$ cat src/rtl/dma_rs_pkg.sv
package dma_rs_pkg;

   localparam int REG_W     = 32;
   localparam int EN_BIT    = 31;
   localparam int ST_BIT    = 30;
   localparam int HOLD_LSB  = 24;
   localparam int HOLD_W    = 4;
   localparam int CTL_BYTE  = 3;

   typedef struct packed {
      logic              en;
      logic [HOLD_W-1:0] hold;
   } ctl_t;

   // Engine is in its running condition: enabled and no hold pending.
   function automatic logic ctl_runs(ctl_t c);
      return c.en && (c.hold == '0);
   endfunction

   // Build the visible control word from the stored fields and status.
   function automatic logic [REG_W-1:0] ctl_word(ctl_t c, logic stopped);
      logic [REG_W-1:0] w;
      w = '0;
      w[EN_BIT]                = c.en;
      w[ST_BIT]                = stopped;
      w[HOLD_LSB +: HOLD_W]    = c.hold;
      return w;
   endfunction

endpackage

$ cat src/rtl/dma_rs_cfg.sv
module dma_rs_cfg
   import dma_rs_pkg::*;
#(
   parameter int ADDR_W    = 4,
   parameter int CTRL_ADDR = 0
)(
   input  logic                clk,
   input  logic                rst_n,
   input  logic [ADDR_W-1:0]   reg_addr,
   input  logic                reg_wr,
   input  logic                reg_rd,
   input  logic [REG_W-1:0]    reg_wdata,
   input  logic [REG_W/8-1:0]  reg_be,
   input  logic                stat_i,
   output ctl_t                ctl_q,
   output ctl_t                ctl_d,
   output logic [REG_W-1:0]    reg_rdata,
   output logic                reg_rvalid
);

   localparam logic [ADDR_W-1:0] CTRL_A = ADDR_W'(CTRL_ADDR);

   logic hit_wr;
   logic hit_rd;
   logic byte_wr;

   assign hit_wr  = reg_wr && (reg_addr == CTRL_A);
   assign hit_rd  = reg_rd && (reg_addr == CTRL_A);
   assign byte_wr = hit_wr && reg_be[CTL_BYTE];

   // Next value of the software-owned fields; the status bit is never taken.
   always_comb begin
      ctl_d = ctl_q;
      if (byte_wr) begin
         ctl_d.en   = reg_wdata[EN_BIT];
         ctl_d.hold = reg_wdata[HOLD_LSB +: HOLD_W];
      end
   end

   always_ff @(posedge clk or negedge rst_n) begin
      if (!rst_n) begin
         ctl_q <= '0;
      end else begin
         ctl_q <= ctl_d;
      end
   end

   always_ff @(posedge clk or negedge rst_n) begin
      if (!rst_n) begin
         reg_rdata  <= '0;
         reg_rvalid <= 1'b0;
      end else begin
         reg_rvalid <= reg_rd;
         reg_rdata  <= hit_rd ? ctl_word(ctl_q, stat_i) : '0;
      end
   end

   logic unused_wbits;
   assign unused_wbits = ^{reg_wdata[ST_BIT], reg_wdata[HOLD_LSB+HOLD_W +: 2],
                           reg_wdata[HOLD_LSB-1:0], reg_be[CTL_BYTE-1:0]};

endmodule

$ cat src/rtl/dma_rs_fanout.sv
module dma_rs_fanout
   import dma_rs_pkg::*;
#(
   parameter int NUM_CH = 8
)(
   input  ctl_t              ctl_q,
   output logic [NUM_CH-1:0] ch_run_ok,
   output logic [NUM_CH-1:0] ch_stop_req,
   output logic [NUM_CH-1:0] ch_pause_req
);

   logic run_all;
   logic stop_all;
   logic pause_all;

   assign run_all   = ctl_runs(ctl_q);
   assign stop_all  = !ctl_q.en;
   assign pause_all = ctl_q.en && (ctl_q.hold != '0);

   for (genvar i = 0; i < NUM_CH; i++) begin : g_ch
      assign ch_run_ok[i]    = run_all;
      assign ch_stop_req[i]  = stop_all;
      assign ch_pause_req[i] = pause_all;
   end

endmodule

$ cat src/rtl/dma_rs_quiesce.sv
module dma_rs_quiesce
   import dma_rs_pkg::*;
#(
   parameter int NUM_CH = 8
)(
   input  logic              clk,
   input  logic              rst_n,
   input  ctl_t              ctl_q,
   input  ctl_t              ctl_d,
   input  logic [NUM_CH-1:0] ch_busy,
   input  logic [NUM_CH-1:0] ch_paused,
   output logic              stat_q
);

   logic [NUM_CH-1:0] idle_v;
   logic [NUM_CH-1:0] parked_v;
   logic              settled;
   logic              armed_q;
   logic              run_now;
   logic              run_next;

   for (genvar i = 0; i < NUM_CH; i++) begin : g_ch
      assign idle_v[i]   = !ch_busy[i];
      assign parked_v[i] = !ch_busy[i] || ch_paused[i];
   end

   assign run_now  = ctl_runs(ctl_q);
   assign run_next = ctl_runs(ctl_d);
   // Disabled: wait for every channel to go idle. Held: idle or paused.
   assign settled  = ctl_q.en ? (&parked_v) : (&idle_v);

   always_ff @(posedge clk or negedge rst_n) begin
      if (!rst_n) begin
         armed_q <= 1'b0;
      end else if (run_now) begin
         armed_q <= !run_next;
      end
   end

   always_ff @(posedge clk or negedge rst_n) begin
      if (!rst_n) begin
         stat_q <= 1'b0;
      end else if (run_now) begin
         stat_q <= 1'b0;
      end else if (armed_q && settled) begin
         stat_q <= 1'b1;
      end
   end

endmodule

$ cat src/rtl/dma_runstop_ctrl.sv
module dma_runstop_ctrl
   import dma_rs_pkg::*;
#(
   parameter int NUM_CH    = 8,
   parameter int ADDR_W    = 4,
   parameter int CTRL_ADDR = 0
)(
   input  logic              clk,
   input  logic              rst_n,
   input  logic [ADDR_W-1:0] reg_addr,
   input  logic              reg_wr,
   input  logic              reg_rd,
   input  logic [31:0]       reg_wdata,
   input  logic [3:0]        reg_be,
   output logic [31:0]       reg_rdata,
   output logic              reg_rvalid,
   input  logic [NUM_CH-1:0] ch_busy,
   input  logic [NUM_CH-1:0] ch_paused,
   output logic [NUM_CH-1:0] ch_run_ok,
   output logic [NUM_CH-1:0] ch_stop_req,
   output logic [NUM_CH-1:0] ch_pause_req
);

   if (NUM_CH < 1 || NUM_CH > 64) begin : g_bad_nch
      $error("NUM_CH must lie in 1..64");
   end
   if (ADDR_W < 1 || ADDR_W > 16) begin : g_bad_aw
      $error("ADDR_W must lie in 1..16");
   end
   if (CTRL_ADDR < 0 || CTRL_ADDR >= (1 << ADDR_W)) begin : g_bad_addr
      $error("CTRL_ADDR does not fit in ADDR_W bits");
   end

   ctl_t ctl_q;
   ctl_t ctl_d;
   logic stat_q;

   dma_rs_cfg #(
      .ADDR_W    (ADDR_W),
      .CTRL_ADDR (CTRL_ADDR)
   ) u_cfg (
      .clk        (clk),
      .rst_n      (rst_n),
      .reg_addr   (reg_addr),
      .reg_wr     (reg_wr),
      .reg_rd     (reg_rd),
      .reg_wdata  (reg_wdata),
      .reg_be     (reg_be),
      .stat_i     (stat_q),
      .ctl_q      (ctl_q),
      .ctl_d      (ctl_d),
      .reg_rdata  (reg_rdata),
      .reg_rvalid (reg_rvalid)
   );

   dma_rs_quiesce #(
      .NUM_CH (NUM_CH)
   ) u_quiesce (
      .clk       (clk),
      .rst_n     (rst_n),
      .ctl_q     (ctl_q),
      .ctl_d     (ctl_d),
      .ch_busy   (ch_busy),
      .ch_paused (ch_paused),
      .stat_q    (stat_q)
   );

   dma_rs_fanout #(
      .NUM_CH (NUM_CH)
   ) u_fanout (
      .ctl_q        (ctl_q),
      .ch_run_ok    (ch_run_ok),
      .ch_stop_req  (ch_stop_req),
      .ch_pause_req (ch_pause_req)
   );

endmodule

$ cat config.mk
export PLATFORM = sky130hd
export DESIGN_NAME = dma_runstop_ctrl
export DESIGN_NICKNAME = d
export VERILOG_FILES = /design/src/rtl/dma_rs_pkg.sv /design/src/rtl/dma_rs_cfg.sv /design/src/rtl/dma_rs_fanout.sv /design/src/rtl/dma_rs_quiesce.sv /design/src/rtl/dma_runstop_ctrl.sv
export SDC_FILE = /design/constraint.sdc
export NUM_CORES = 1
export LEC_CHECK = 0
export ABC_AREA = 1
export BUFFER_PORTS_ARGS = -buffer_cell sky130_fd_sc_hd__buf_2
export CAP_MARGIN = 20
export CORE_AREA = 5 5 61 63
export CTS_BUF_LIST = sky130_fd_sc_hd__clkbuf_16
export CTS_CLUSTER_SIZE = 8
export DETAILED_ROUTE_END_ITERATION = 8
export DIE_AREA = 0 0 66 68
export MAX_ROUTING_LAYER = met4
export PLACE_DENSITY = 0.82
export SYNTH_ARGS = -nofsm -noshare
export SYNTH_HDL_FRONTEND = slang
export SYNTH_SLANG_ARGS = --single-unit
export TNS_END_PERCENT = 5
$ cat constraint.sdc
create_clock -name clk -period 3.3 [get_ports clk]
set_input_delay 0.66 -clock clk [delete_from_list [all_inputs] [get_ports clk]]
set_output_delay 0.66 -clock clk [all_outputs]
set_load 0.02 [all_outputs]
Word level (Yosys, flattened, before mapping)
Cells that the tools add are included.
Widths: inputs -> output; s select.

word-level totals
  register bits = 40
  bits in latches = 0
  bits in writable memories = 0
  memory bits (read-only) = 0
  bits of input ports = 60
  output and inout port bits = 57
  word-level logic and storage cells = 43
  memories = 0

operators by class
  add/sub/neg operators = 0
  multiply operators = 0
  div/mod/pow operators = 0
  order comparisons = 0
  eq/ne operators = 0
  shifts and indexed selects = 0
  muxes and demuxes = 5
  bitwise logic cells = 0
  reductions and logical operators = 32

operators by type and width
  cell               number
  $mux 32            1
  $reduce_and 8->1   2
  $logic_not 4->1    3
  $logic_not 1->1    10
  $logic_or 1x1->1   8
  $logic_and 1x1->1  7
  $mux 5             1
  $reduce_bool 4->1  1
  $mux 1             3
  $reduce_bool 2->1  1

Logic depth before layout (Yosys ltp)
  word-level depth = 7
  depth in mapped cells = 9
  mapped depth without buffers = 9

By module
Synthesis repeated with hierarchy kept, for this count alone.

second synthesis, totals
  cell total of the unflattened synthesis = 147
  area total of the unflattened synthesis = 1,078.5 um^2

modules (own cells, without submodules)
  module          instances  cells each  area an instance (um^2)
  dma_rs_cfg      1          72          653.1
  dma_rs_quiesce  1          45          221.5
  dma_rs_fanout   1          30          203.9

Worst setup path after synthesis
Ideal clock, no wire load.

  path type = register -> output
  from = register u_cfg.ctl_q[4] (netlist name)
  to = output ch_pause_req[0]
  arrival time = 1,027 ps
  data required time = 2,640 ps
  setup slack = 1,613 ps
  stages on the path, launching flop included = 4
  buffers on the path = 1
  path through = dfrtp_1 -> inv_1 -> nor2_1 -> buf_4

on the way
  longest elaborated chain between the ends = 1

RTL lines
  element            line                    source
  $logic_and 1x1->1  dma_rs_fanout.sv:18     assign pause_all = ctl_q.en && (ctl_q.hold != '0);
  end: declaration   dma_runstop_ctrl.sv:21  output logic [NUM_CH-1:0] ch_pause_req

No other way between the ends.

Worst setup path in the final report
  from = register u_cfg.ctl_q[4] (netlist name)
  to = output ch_pause_req[4]

on the way
  longest elaborated chain between the ends = 1

RTL lines
  element            line
  $logic_and 1x1->1  dma_rs_fanout.sv:18

No other way between the ends.

==> results.cfg <==
[outcome]
status = finished, final reports clean

[global_routing]
grt_pass1_vias = 766
grt_max_degree = 15
grt-ovfl-total = 0
antenna_found_initial = 0
grtUsageTotal_pct = 9.29
grt_pass1_wl_mm = 3.11

[drt]
wl_per_cell_um = 9.52
ant_nets = 0
route.met3.wl_um = 203
drt_iter0_markers = 15
postRouteWirelength_mm = 2.17
top_layer = met4
routed_via_density = 3.75
wl_met2_mm = 1.19
drc = 0
m1WireLength_um = 751
vias = 855
drtPass1Iterations = 4

[worst_setup_path]
worst-path-max-fanout = 11
cp_data_arrival_time_ps = 1360
critical_path_required_ps = 2640
critPathCaptureType = output port
rrSetupSlack_ps = 2170
cp-start-kind = flip-flop
worstSetupPathType = flip-flop to output port

[die]
dieHeight_um = 68
start_util_pct = 34.1
coreArea_um2 = 3180
ios = 117
die_w_um = 66
die_area_um2 = 4490
rows = 21

[worst_hold_path]
min_path_type = input port to asynchronous set/reset pin

[clock_tree]
clkSinkCount = 14
cts_max_path_buffers = 2
clk_latency_ps = 240
numCtsBuffers = 3
htree_levels = 1
post_cts_resized = 0
post_cts_buffers = 0
cts_root_buffer = clkbuf_16
cts_tree = built
path_clk_slew_ps = 40
postCtsHoldBufs = 0

[pwr]
power_leakage_nw = 0.782
pwr-share-clk_pct = 29.0
p_comb_share_pct = 44.2
p_int_mw = 0.455
power.switching_mw = 0.324
peakVddDrop_mv = 0.166
power_frac_seq_pct = 26.8
switching_share_pct = 41.6
p_per_area_nw_per_um2 = 629

[timing]
period_share_pct = 61.1
rsz0062_at_grt = false
hold_viol = 0
finalSetupViolations = 0
tns_ps = 0
period_needed_ps = 2020
max_freq_ghz = 0.496
finalMaxSlewViolations = 0
clock_skew_ps = 0.603

[synthesis]
yosys_warnings = 0
synth_area_um2 = 1080
synth_cell_types = 15
yosysTopAreaCell = buf_4
synth_cells = 143
ys_ff_latch = 14
ys_seq_area_share_pct = 32.3
synth_top_cell_area_share_pct = 34.6
synth.area.top_cells = buf_4 (35%), dfrtp_1 (32%), inv_1 (6.9%)
avgSynthCellArea_um2 = 7.58

[job]
max_cap_violations = 0

[finish]
n_antenna_cell = 0
final_cell_area_um2 = 1240
n_fill_cell = 329
layout.nets = 243
area_delta_synth_final_pct = 14.3
drive_gt1_share_pct = 38.5

[placed_design]
dpl-instance-area_um2 = 1160
dpl.hpwl_mm = 1.84
gp_congestion = 0.851
port_buffers = 60
## per-layer routing
metal / vias to the layer above / global-route usage (%)
met1: 381 / 9.04
met5: - / -
met2: 41 / 18.1
li1: 431 / -
met4: 0 / 5.33
met3: 2 / 0.657
## critical path: stages (launching register included)
cell     delay (ps)
dfrtp_1         370
inv_1           160
nor2_1          340
buf_2           240
## cells in the final DEF, fill, tap and decap left out, drive strengths merged
cell and count:
nand2 22, dfrtp 14, nand4 6, clkinv 1, a21oi 1, nand3 4
conb 26, buf 60, clkbuf 3, nor2 20, inv 21, o21ai 4
## through the flow
step	util [%]	setup WS, ps	hold WS (ps)	std cells	power [mW]
final	39.0	1280	298	228	0.779
after global routing	39.0	1140	319	228	0.819
after CTS	39.0	1230	302	228	0.785
after detailed placement	36.5	1490	481	224	0.557
after global placement	36.5	1520	472	224	0.549
after floorplan	-	1610	364	168	0.575
## Yosys cell counts
| cell type | number |
|---|---|
| nor2_2 | 1 |
| nand3_4 | 1 |
| conb_1 | 1 |
| a21oi_1 | 1 |
| nor2_4 | 2 |
| nor2_1 | 17 |
| buf_4 | 50 |
| o21ai_0 | 4 |
| inv_1 | 20 |
| nand3_1 | 3 |
| dfrtp_1 | 14 |
| nand2_1 | 20 |
| inv_2 | 1 |
| nand2_2 | 2 |
| nand4_1 | 6 |
## logic make-up after synthesis
logic type             synth area share [%]
buffers and inverters                  41.9
other                                 0.346
DFF                                    32.3
AOI/OAI and AO/OA                      2.31
and+or+nand+nor                        23.1
## power groups by stage
| stage | Combinational [mW] | Clock, mW | Sequential [mW] |
|---|---|---|---|
| finish | 0.344 | 0.226 | 0.208 |
| global route | 0.372 | 0.236 | 0.211 |
| CTS | 0.348 | 0.229 | 0.208 |
| detailed placement | 0.346 | 0 | 0.211 |
| global placement | 0.341 | 0 | 0.209 |
| floorplan | 0.366 | 0 | 0.209 |
## sequential cells by signal (all words and copies together), names as in the netlist
register,cells
u_cfg.reg_rvalid,1
u_cfg.ctl_q,5
u_cfg.reg_rdata,6
u_quiesce.armed_q,1
u_quiesce.stat_q,1
## final cells by class
type / instances / area (um^2) / share of cell area (%)
Multi-Input combinational cell: 83 / 373 / 30.1
Sequential cell: 14 / 350 / 28.3
Timing Repair Buffer: 60 / 300 / 24.2
Inverter: 21 / 78.8 / 6.36
Clock buffer: 3 / 75.1 / 6.06
Tap cell: 46 / 57.6 / 4.65
Clock inverter: 1 / 3.75 / 0.303
## worst paths after layout
| check | cells past startpoint | start | to |
|---|---|---|---|
| worst max-delay path | 3 | u_cfg.ctl_q[4] | ch_pause_req[4] |
| worst min-delay path | 1 | rst_n | u_cfg.reg_rdata[27] |
| worst max register to register | 8 | u_cfg.ctl_q[0] | u_quiesce.armed_q |
| worst min register to register | 2 | u_quiesce.stat_q | u_cfg.reg_rdata[30] |
| max in group asynchronous | 1 | rst_n | u_quiesce.stat_q |
| min in group clk | 2 | u_quiesce.stat_q | u_cfg.reg_rdata[30] |
No activity file was read; power rests on OpenSTA's default activity.
